==> config.mk <==
export PLATFORM = sky130hd
export DESIGN_NAME = uart_rx_dbuf
export DESIGN_NICKNAME = d
export VERILOG_FILES = /design/src/rtl/uart_rx_pkg.sv /design/src/rtl/uart_rx_sync.sv /design/src/rtl/uart_rx_shifter.sv /design/src/rtl/uart_rx_holding.sv /design/src/rtl/uart_rx_dbuf.sv
export SDC_FILE = /design/constraint.sdc
export NUM_CORES = 1
export LEC_CHECK = 0
export ABC_AREA = 1
export CAP_MARGIN = 10
export CORE_MARGIN = 10
export CORE_UTILIZATION = 50
export CTS_CLUSTER_DIAMETER = 100
export CTS_CLUSTER_SIZE = 24
export DETAILED_ROUTE_END_ITERATION = 12
export PLACE_DENSITY = 0.7
export SYNTH_ARGS = -nofsm -noshare
export SYNTH_HDL_FRONTEND = slang
export SYNTH_HIERARCHICAL = 1
export SYNTH_SLANG_ARGS = --single-unit
==> constraint.sdc <==
create_clock -name clk -period 3.98 [get_ports clk]
set_clock_uncertainty 0.15 [all_clocks]
set_input_delay 0.398 -clock clk [delete_from_list [all_inputs] [get_ports clk]]
set_output_delay 0.398 -clock clk [all_outputs]
set_load 0.1 [all_outputs]
==> src/rtl/uart_rx_pkg.sv <==
package uart_rx_pkg;

  typedef enum logic [2:0] {
    ST_IDLE,
    ST_START,
    ST_DATA,
    ST_PAR,
    ST_STOP
  } rx_state_e;

  typedef struct packed {
    logic [1:0] wlen;
    logic       par_en;
    logic       par_even;
    logic       par_stick;
  } rx_cfg_t;

  // acc: xor of all received data bits, pbit: received parity bit
  function automatic logic parity_bad(input rx_cfg_t cfg, input logic acc,
                                      input logic pbit);
    logic bad;
    if (!cfg.par_en)        bad = 1'b0;
    else if (cfg.par_stick) bad = pbit ^ ~cfg.par_even;
    else                    bad = (acc ^ pbit) ^ ~cfg.par_even;
    return bad;
  endfunction

endpackage

==> src/rtl/uart_rx_sync.sv <==
module uart_rx_sync #(
  parameter int STAGES = 2
) (
  input  logic clk,
  input  logic rst_n,
  input  logic d_async,
  output logic d_sync
);
  logic [STAGES-1:0] chain_q;

  generate
    if (STAGES == 1) begin : g_one
      always_ff @(posedge clk or negedge rst_n) begin
        if (!rst_n) chain_q <= '1;
        else        chain_q <= d_async;
      end
    end else begin : g_many
      always_ff @(posedge clk or negedge rst_n) begin
        if (!rst_n) chain_q <= '1;
        else        chain_q <= {chain_q[STAGES-2:0], d_async};
      end
    end
  endgenerate

  assign d_sync = chain_q[STAGES-1];
endmodule

==> src/rtl/uart_rx_shifter.sv <==
module uart_rx_shifter
  import uart_rx_pkg::*;
#(
  parameter int OVERSAMPLE = 16,
  parameter int DATA_W     = 8
) (
  input  logic              clk,
  input  logic              rst_n,
  input  logic              tick,
  input  logic              rxd_s,
  input  rx_cfg_t           cfg,
  output logic              done,
  output logic [DATA_W-1:0] c_data,
  output logic              c_perr,
  output logic              c_ferr
);
  localparam int CNT_W    = $clog2(OVERSAMPLE);
  localparam int MID      = OVERSAMPLE / 2;
  localparam int BITS_W   = $clog2(DATA_W + 1);
  localparam int MIN_BITS = DATA_W - 3;
  localparam logic [CNT_W-1:0] CNT_MID  = CNT_W'(MID - 1);
  localparam logic [CNT_W-1:0] CNT_LAST = CNT_W'(OVERSAMPLE - 1);

  rx_state_e         state_q;
  logic [CNT_W-1:0]  cnt_q;
  logic [BITS_W-1:0] bitn_q;
  logic [DATA_W-1:0] sh_q;
  logic              acc_q;
  logic              perr_q;
  rx_cfg_t           cfg_q;

  logic [BITS_W-1:0] nbits;
  logic [BITS_W-1:0] drop;
  logic              at_sample;

  assign nbits     = BITS_W'(MIN_BITS) + BITS_W'(cfg_q.wlen);
  assign drop      = BITS_W'(DATA_W) - nbits;
  assign at_sample = (cnt_q == CNT_LAST);

  always_ff @(posedge clk or negedge rst_n) begin
    if (!rst_n) begin
      state_q <= ST_IDLE;
      cnt_q   <= '0;
      bitn_q  <= '0;
      sh_q    <= '0;
      acc_q   <= 1'b0;
      perr_q  <= 1'b0;
      cfg_q   <= '0;
      done    <= 1'b0;
      c_data  <= '0;
      c_perr  <= 1'b0;
      c_ferr  <= 1'b0;
    end else begin
      done <= 1'b0;
      if (tick) begin
        unique case (state_q)
          ST_IDLE: begin
            if (!rxd_s) begin
              state_q <= ST_START;
              cnt_q   <= '0;
            end
          end
          ST_START: begin
            if (cnt_q == CNT_MID) begin
              if (rxd_s) begin
                state_q <= ST_IDLE;
              end else begin
                state_q <= ST_DATA;
                cnt_q   <= '0;
                bitn_q  <= '0;
                acc_q   <= 1'b0;
                perr_q  <= 1'b0;
                cfg_q   <= cfg;
              end
            end else begin
              cnt_q <= cnt_q + 1'b1;
            end
          end
          ST_DATA: begin
            if (at_sample) begin
              cnt_q <= '0;
              sh_q  <= {rxd_s, sh_q[DATA_W-1:1]};
              acc_q <= acc_q ^ rxd_s;
              if (bitn_q == nbits - 1'b1) begin
                state_q <= cfg_q.par_en ? ST_PAR : ST_STOP;
              end else begin
                bitn_q <= bitn_q + 1'b1;
              end
            end else begin
              cnt_q <= cnt_q + 1'b1;
            end
          end
          ST_PAR: begin
            if (at_sample) begin
              cnt_q   <= '0;
              perr_q  <= parity_bad(cfg_q, acc_q, rxd_s);
              state_q <= ST_STOP;
            end else begin
              cnt_q <= cnt_q + 1'b1;
            end
          end
          ST_STOP: begin
            if (at_sample) begin
              cnt_q   <= '0;
              done    <= 1'b1;
              c_data  <= sh_q >> drop;
              c_perr  <= perr_q;
              c_ferr  <= ~rxd_s;
              state_q <= ST_IDLE;
            end else begin
              cnt_q <= cnt_q + 1'b1;
            end
          end
          default: state_q <= ST_IDLE;
        endcase
      end
    end
  end

  // data phase entered only when the start check saw a low line
  p_confirm_low_r2: assert property (@(posedge clk) disable iff (!rst_n)
    ($past(state_q) == ST_START && state_q == ST_DATA) |-> !$past(rxd_s));

  // the state machine only moves on a tick
  p_move_on_tick_r3: assert property (@(posedge clk) disable iff (!rst_n)
    !tick |=> $stable(state_q));

  // completion is a single-cycle pulse
  p_done_pulse_r6: assert property (@(posedge clk) disable iff (!rst_n)
    done |=> !done);
endmodule

==> src/rtl/uart_rx_holding.sv <==
module uart_rx_holding #(
  parameter int DATA_W = 8
) (
  input  logic              clk,
  input  logic              rst_n,
  input  logic              done,
  input  logic [DATA_W-1:0] c_data,
  input  logic              c_perr,
  input  logic              c_ferr,
  input  logic              rd_ready,
  output logic              rd_valid,
  output logic [DATA_W-1:0] rd_data,
  output logic              rd_perr,
  output logic              rd_ferr,
  output logic              rd_ovr
);
  logic take;
  assign take = rd_valid & rd_ready;

  always_ff @(posedge clk or negedge rst_n) begin
    if (!rst_n) begin
      rd_valid <= 1'b0;
      rd_data  <= '0;
      rd_perr  <= 1'b0;
      rd_ferr  <= 1'b0;
      rd_ovr   <= 1'b0;
    end else if (done) begin
      rd_valid <= 1'b1;
      rd_data  <= c_data;
      rd_perr  <= c_perr;
      rd_ferr  <= c_ferr;
      if (rd_valid && !rd_ready) rd_ovr <= 1'b1;
      else if (take)             rd_ovr <= 1'b0;
    end else if (take) begin
      rd_valid <= 1'b0;
      rd_ovr   <= 1'b0;
    end
  end

  // overrun only reported alongside a held character
  p_ovr_with_valid_r8: assert property (@(posedge clk) disable iff (!rst_n)
    rd_ovr |-> rd_valid);

  // completion over an untaken character raises overrun
  p_overrun_sets_r8: assert property (@(posedge clk) disable iff (!rst_n)
    (done && rd_valid && !rd_ready) |=> rd_ovr);

  // a take with no new character empties the holding register
  p_read_clears_r7: assert property (@(posedge clk) disable iff (!rst_n)
    (take && !done) |=> (!rd_valid && !rd_ovr));

  // held character is stable until taken or replaced
  p_hold_stable_r9: assert property (@(posedge clk) disable iff (!rst_n)
    (rd_valid && !rd_ready && !done) |=>
      (rd_valid && $stable(rd_data) && $stable(rd_perr) && $stable(rd_ferr)));
endmodule

==> src/rtl/uart_rx_dbuf.sv <==
module uart_rx_dbuf
  import uart_rx_pkg::*;
#(
  parameter int OVERSAMPLE  = 16,
  parameter int DATA_W      = 8,
  parameter int SYNC_STAGES = 2
) (
  input  logic              clk,
  input  logic              rst_n,
  input  logic              baud_tick,
  input  logic              rxd,
  input  logic [1:0]        lc_wlen,
  input  logic              lc_par_en,
  input  logic              lc_par_even,
  input  logic              lc_par_stick,
  output logic [DATA_W-1:0] rx_data,
  output logic              rx_valid,
  input  logic              rx_ready,
  output logic              rx_perr,
  output logic              rx_ferr,
  output logic              rx_ovr
);
  logic              rxd_s;
  logic              done;
  logic [DATA_W-1:0] c_data;
  logic              c_perr;
  logic              c_ferr;
  rx_cfg_t           cfg;

  assign cfg = '{wlen: lc_wlen, par_en: lc_par_en, par_even: lc_par_even,
                 par_stick: lc_par_stick};

  uart_rx_sync #(.STAGES(SYNC_STAGES)) u_sync (
    .clk(clk), .rst_n(rst_n), .d_async(rxd), .d_sync(rxd_s)
  );

  uart_rx_shifter #(.OVERSAMPLE(OVERSAMPLE), .DATA_W(DATA_W)) u_shift (
    .clk(clk), .rst_n(rst_n), .tick(baud_tick), .rxd_s(rxd_s), .cfg(cfg),
    .done(done), .c_data(c_data), .c_perr(c_perr), .c_ferr(c_ferr)
  );

  uart_rx_holding #(.DATA_W(DATA_W)) u_hold (
    .clk(clk), .rst_n(rst_n), .done(done), .c_data(c_data),
    .c_perr(c_perr), .c_ferr(c_ferr), .rd_ready(rx_ready),
    .rd_valid(rx_valid), .rd_data(rx_data), .rd_perr(rx_perr),
    .rd_ferr(rx_ferr), .rd_ovr(rx_ovr)
  );
endmodule

==> summary.txt <==
Critical path
  • CP cell instances: clkdlybuf4s50_1
  • Required @ worst endpoint: 3.43 ns
  • Slowest CP cell: clkdlybuf4s50_1
  • Crit path buf inv count: 1
  • Crit end category: output port
  • CP top delay family: buffers and inverters
  • CP startpoint kind: flip-flop
  • Crit Path Class: flip-flop to output port
  • Crit Path Max Fanout: 4
  • Crit path DAT: 1.84 ns
  • Worst path max stage delay: 1.14 ns

STA
  • Final period util: 0.601
  • Worst rel slew slack: 0.346
  • Min Hold Slack: 0.211 ns
  • Fmax: 418 MHz
  • Worst-margin pin slew: 0.978 ns
  • RSZ-0062 raised after global routing: false
  • Final Hold Fails: 0
  • Setup TNS: 0 ns
  • Setup violations, final: 0
  • Final min period: 2.39 ns
  • Pins Over Slew Limit: 0

Floorplan
  • Die X-Extent: 92.1 um
  • Die height: 92.1 um
  • Full die area: 8480 um^2
  • Core area: 5070 um^2
  • Io pins: 22
  • Initial Util: 0.512
  • Standard-cell row count: 26

Placement
  • HPWL after DPL: 3.70 mm
  • Port-buffer cells: 21
  • RePlAce Congestion: 0.859

Synthesis
  • Sequential cell area fraction in the yosys report: 0.492
  • Multiplexer share of the synthesized area: 0.0202
  • FFs w/ async S/R, synth: 1.00
  • Synth Register Bits: 51
  • Simple-gate share of the synthesized area: 0.272
  • Compound-Gate Fraction of Synth Area: 0.116
  • Post-Synth XOR/XNOR Area: 0.0135
  • Mapped Nets: 330
  • Netlist cell types: 32
  • Mapped Area: 2600 um^2
  • Main combinational cell family by area after synthesis: simple AND/OR/NAND/NOR gates
  • Post-Synth Adder-Cell Area: 0.0193
  • Synth Flop Type: dfrtp_1
  • Cells after Synth: 316
  • Synth Area per Inst: 8.22 um^2
  • Number of synthesized flops with an enable pin: 0
  • Syn. warnings: 6

Run
  • Maxcap violations: 0

Drt
  • Initial DRC Count: 76
  • 1st-pass router iterations: 4
  • Total number of vias: 2029
  • Vias per std cell: 4.94
  • Antenna Nets Post-Route: 0
  • Drt wl/cell: 11.9 um
  • Residual DRC: 0
  • Final wirelength: 4.88 mm

Finish
  • Commonest non-fill, non-tap cell in the layout: nand2_1
  • Area grow syn2layout: 14.1%
  • Commonest cells after routing, fill and taps aside: nand2_1, dfrtp_1, inv_1
  • Layout cells sized above 1: 0.109
  • Fillers: 487
  • Fin nets: 354
  • # diodes: 0

Clocking
  • CTS HTree Levels: 2
  • CTS Sinks: 51
  • Clk_lat worst skew: 0.31 ns
  • CTS tree: done
  • Cts repair resizes: 0
  • Total CTS buffers: 5
  • CTS root buf: clkbuf_8
  • CTS clk-pin slew, worst paths: 0.10 ns
  • CTS max path bufs: 2

Pwr
  • Leak Pwr: 0.00141 uW
  • Psw: 592 uW
  • Int Power: 894 uW
  • Gate power share: 0.353
  • Power share of the sequential group: 0.436
  • P per Cell Area: 501 nW/um^2
  • Worst-case vdd ir drop: 0.000258 V
  • Clock power frac: 0.211
  • Switching share of power: 0.399

Outcome
  • Status: complete, no violations

GRT
  • First-pass GRT wire length: 8.89 mm
  • Vias in the first global route: 1982
  • Initial antenna violation count: 0
  • Grt ovf: 0
  • Gr usage total: 0.125
  • Pin count of the biggest net entering global routing: 38

Hold path
  • Hold Path Class: flip-flop to flip-flop
-- worst reg2reg max path, delay by kind of cell, from the launching register on --
kind | cells | cell delay, ns
fa+ha+maj | 1 | 0.33
simple gates | 8 | 0.77
compound gates | 1 | 0.09
buf+inv | 1 | 0.10
flops | 1 | 0.64
-- Yosys cell counts (2+ instances only) --
cell type,count,share of area
o31ai_1,3,0.0087
nand2_1,103,0.15
dfrtp_1,49,0.47
nand2_4,3,0.013
ha_1,4,0.019
nand3_1,16,0.031
inv_2,6,0.0087
nor2_1,17,0.025
dfstp_2,2,0.020
a21oi_1,9,0.017
o22ai_1,2,0.0048
o21ai_1,9,0.017
xor2_1,2,0.0067
buf_2,4,0.0077
nand3_4,2,0.013
mux2i_1,3,0.012
nor2_4,3,0.013
nand2_2,5,0.012
nor2_2,4,0.0096
inv_1,29,0.042
xnor2_1,2,0.0067
a22oi_1,2,0.0058
o21ai_0,27,0.052
mux2_1,2,0.0087
-- state kept, by name, indices dropped and copies added (netlist names), named ones only --
| register | count |
|---|---|
| u_shift/c_ferr | 1 |
| u_hold/rd_perr | 1 |
| u_hold/rd_ferr | 1 |
| u_shift/cnt_q | 4 |
| u_shift/c_perr | 1 |
| u_sync/chain_q | 2 |
| u_shift/perr_q | 1 |
| u_shift/sh_q | 8 |
| u_shift/state_q | 3 |
| u_shift/acc_q | 1 |
| u_shift/bitn_q | 4 |
| u_shift/c_data | 8 |
| u_shift/cfg_q | 5 |
| u_hold/rd_data | 8 |
| u_hold/rd_valid | 1 |
| u_shift/done | 1 |
-- per-layer routing --
metal | track usage | share of wire
met1 | 0.161 | 0.50
met2 | 0.194 | 0.43
met3 | 0.0383 | 0.052
met4 | 0.0424 | 0.014
met5 | 0 | 0
-- stage by stage --
| step | utilization | power, uW | setup slack, ns | instance area, um^2 | cells |
|---|---|---|---|---|---|
| floorplan | - | 1070 | 2.15 | 2600 | 316 |
| global placement | 0.563 | 1170 | 1.90 | 2860 | 402 |
| detailed placement | 0.563 | 1180 | 1.82 | 2860 | 402 |
| CTS | 0.584 | 1500 | 1.57 | 2960 | 411 |
| global route | 0.584 | 1610 | 1.50 | 2960 | 411 |
| finish | 0.584 | 1490 | 1.59 | 2960 | 411 |
-- final timing paths --
path | endpoint | slack, ns | cells past startpoint | start
max | rx_valid | 1.59 | 1 | u_hold/rd_valid
min | u_sync/chain_q[1] | 0.21 | 0 | u_sync/chain_q[0]
max reg2reg | u_shift/bitn_q[0] | 1.80 | 11 | u_shift/cfg_q[3]
min reg2reg | u_sync/chain_q[1] | 0.21 | 0 | u_sync/chain_q[0]
max in group asynchronous | u_sync/chain_q[0] | 2.54 | 3 | rst_n
min in group asynchronous | u_hold/rd_data[3] | 0.34 | 2 | rst_n
-- area by class of cell --
class	instances	area [um^2]	share of cell area
Tap cell	70	87.6	0.0295
Sequential cell	51	1280	0.431
Clock buffer	5	68.8	0.0232
Inverter	36	135	0.0456
Multi-Input combinational cell	223	1140	0.386
Timing Repair Buffer	23	223	0.0751
Clock inverter	3	26.3	0.00886
-- cells by family (layout without fill, tap and decap cells) --
family,after synthesis,count (layout)
xor+xnor,4,4
flops,51,51
compound gates,55,55
buf+inv,42,67
mux,5,5
fa+ha+maj,4,4
simple gates,155,155
-- what timing repair did --
| item | 4_1_cts | 5_1_grt |
|---|---|---|
| hold endpoints to repair | 14 | 0 |
| buffers inserted | 0 | 0 |
| hold buffers | 1 | 0 |
| endpoints found under the setup margin | 0 | 0 |
-- power groups by stage --
stage	combinational [uW]	clock, uW	sequential (uW)
CTS	525	330	649
global route	604	350	660
finish	525	313	648
detailed placement	522	0	658
floorplan	434	0	638
global placement	510	0	657
No activity file was read; power rests on OpenSTA's default activity.
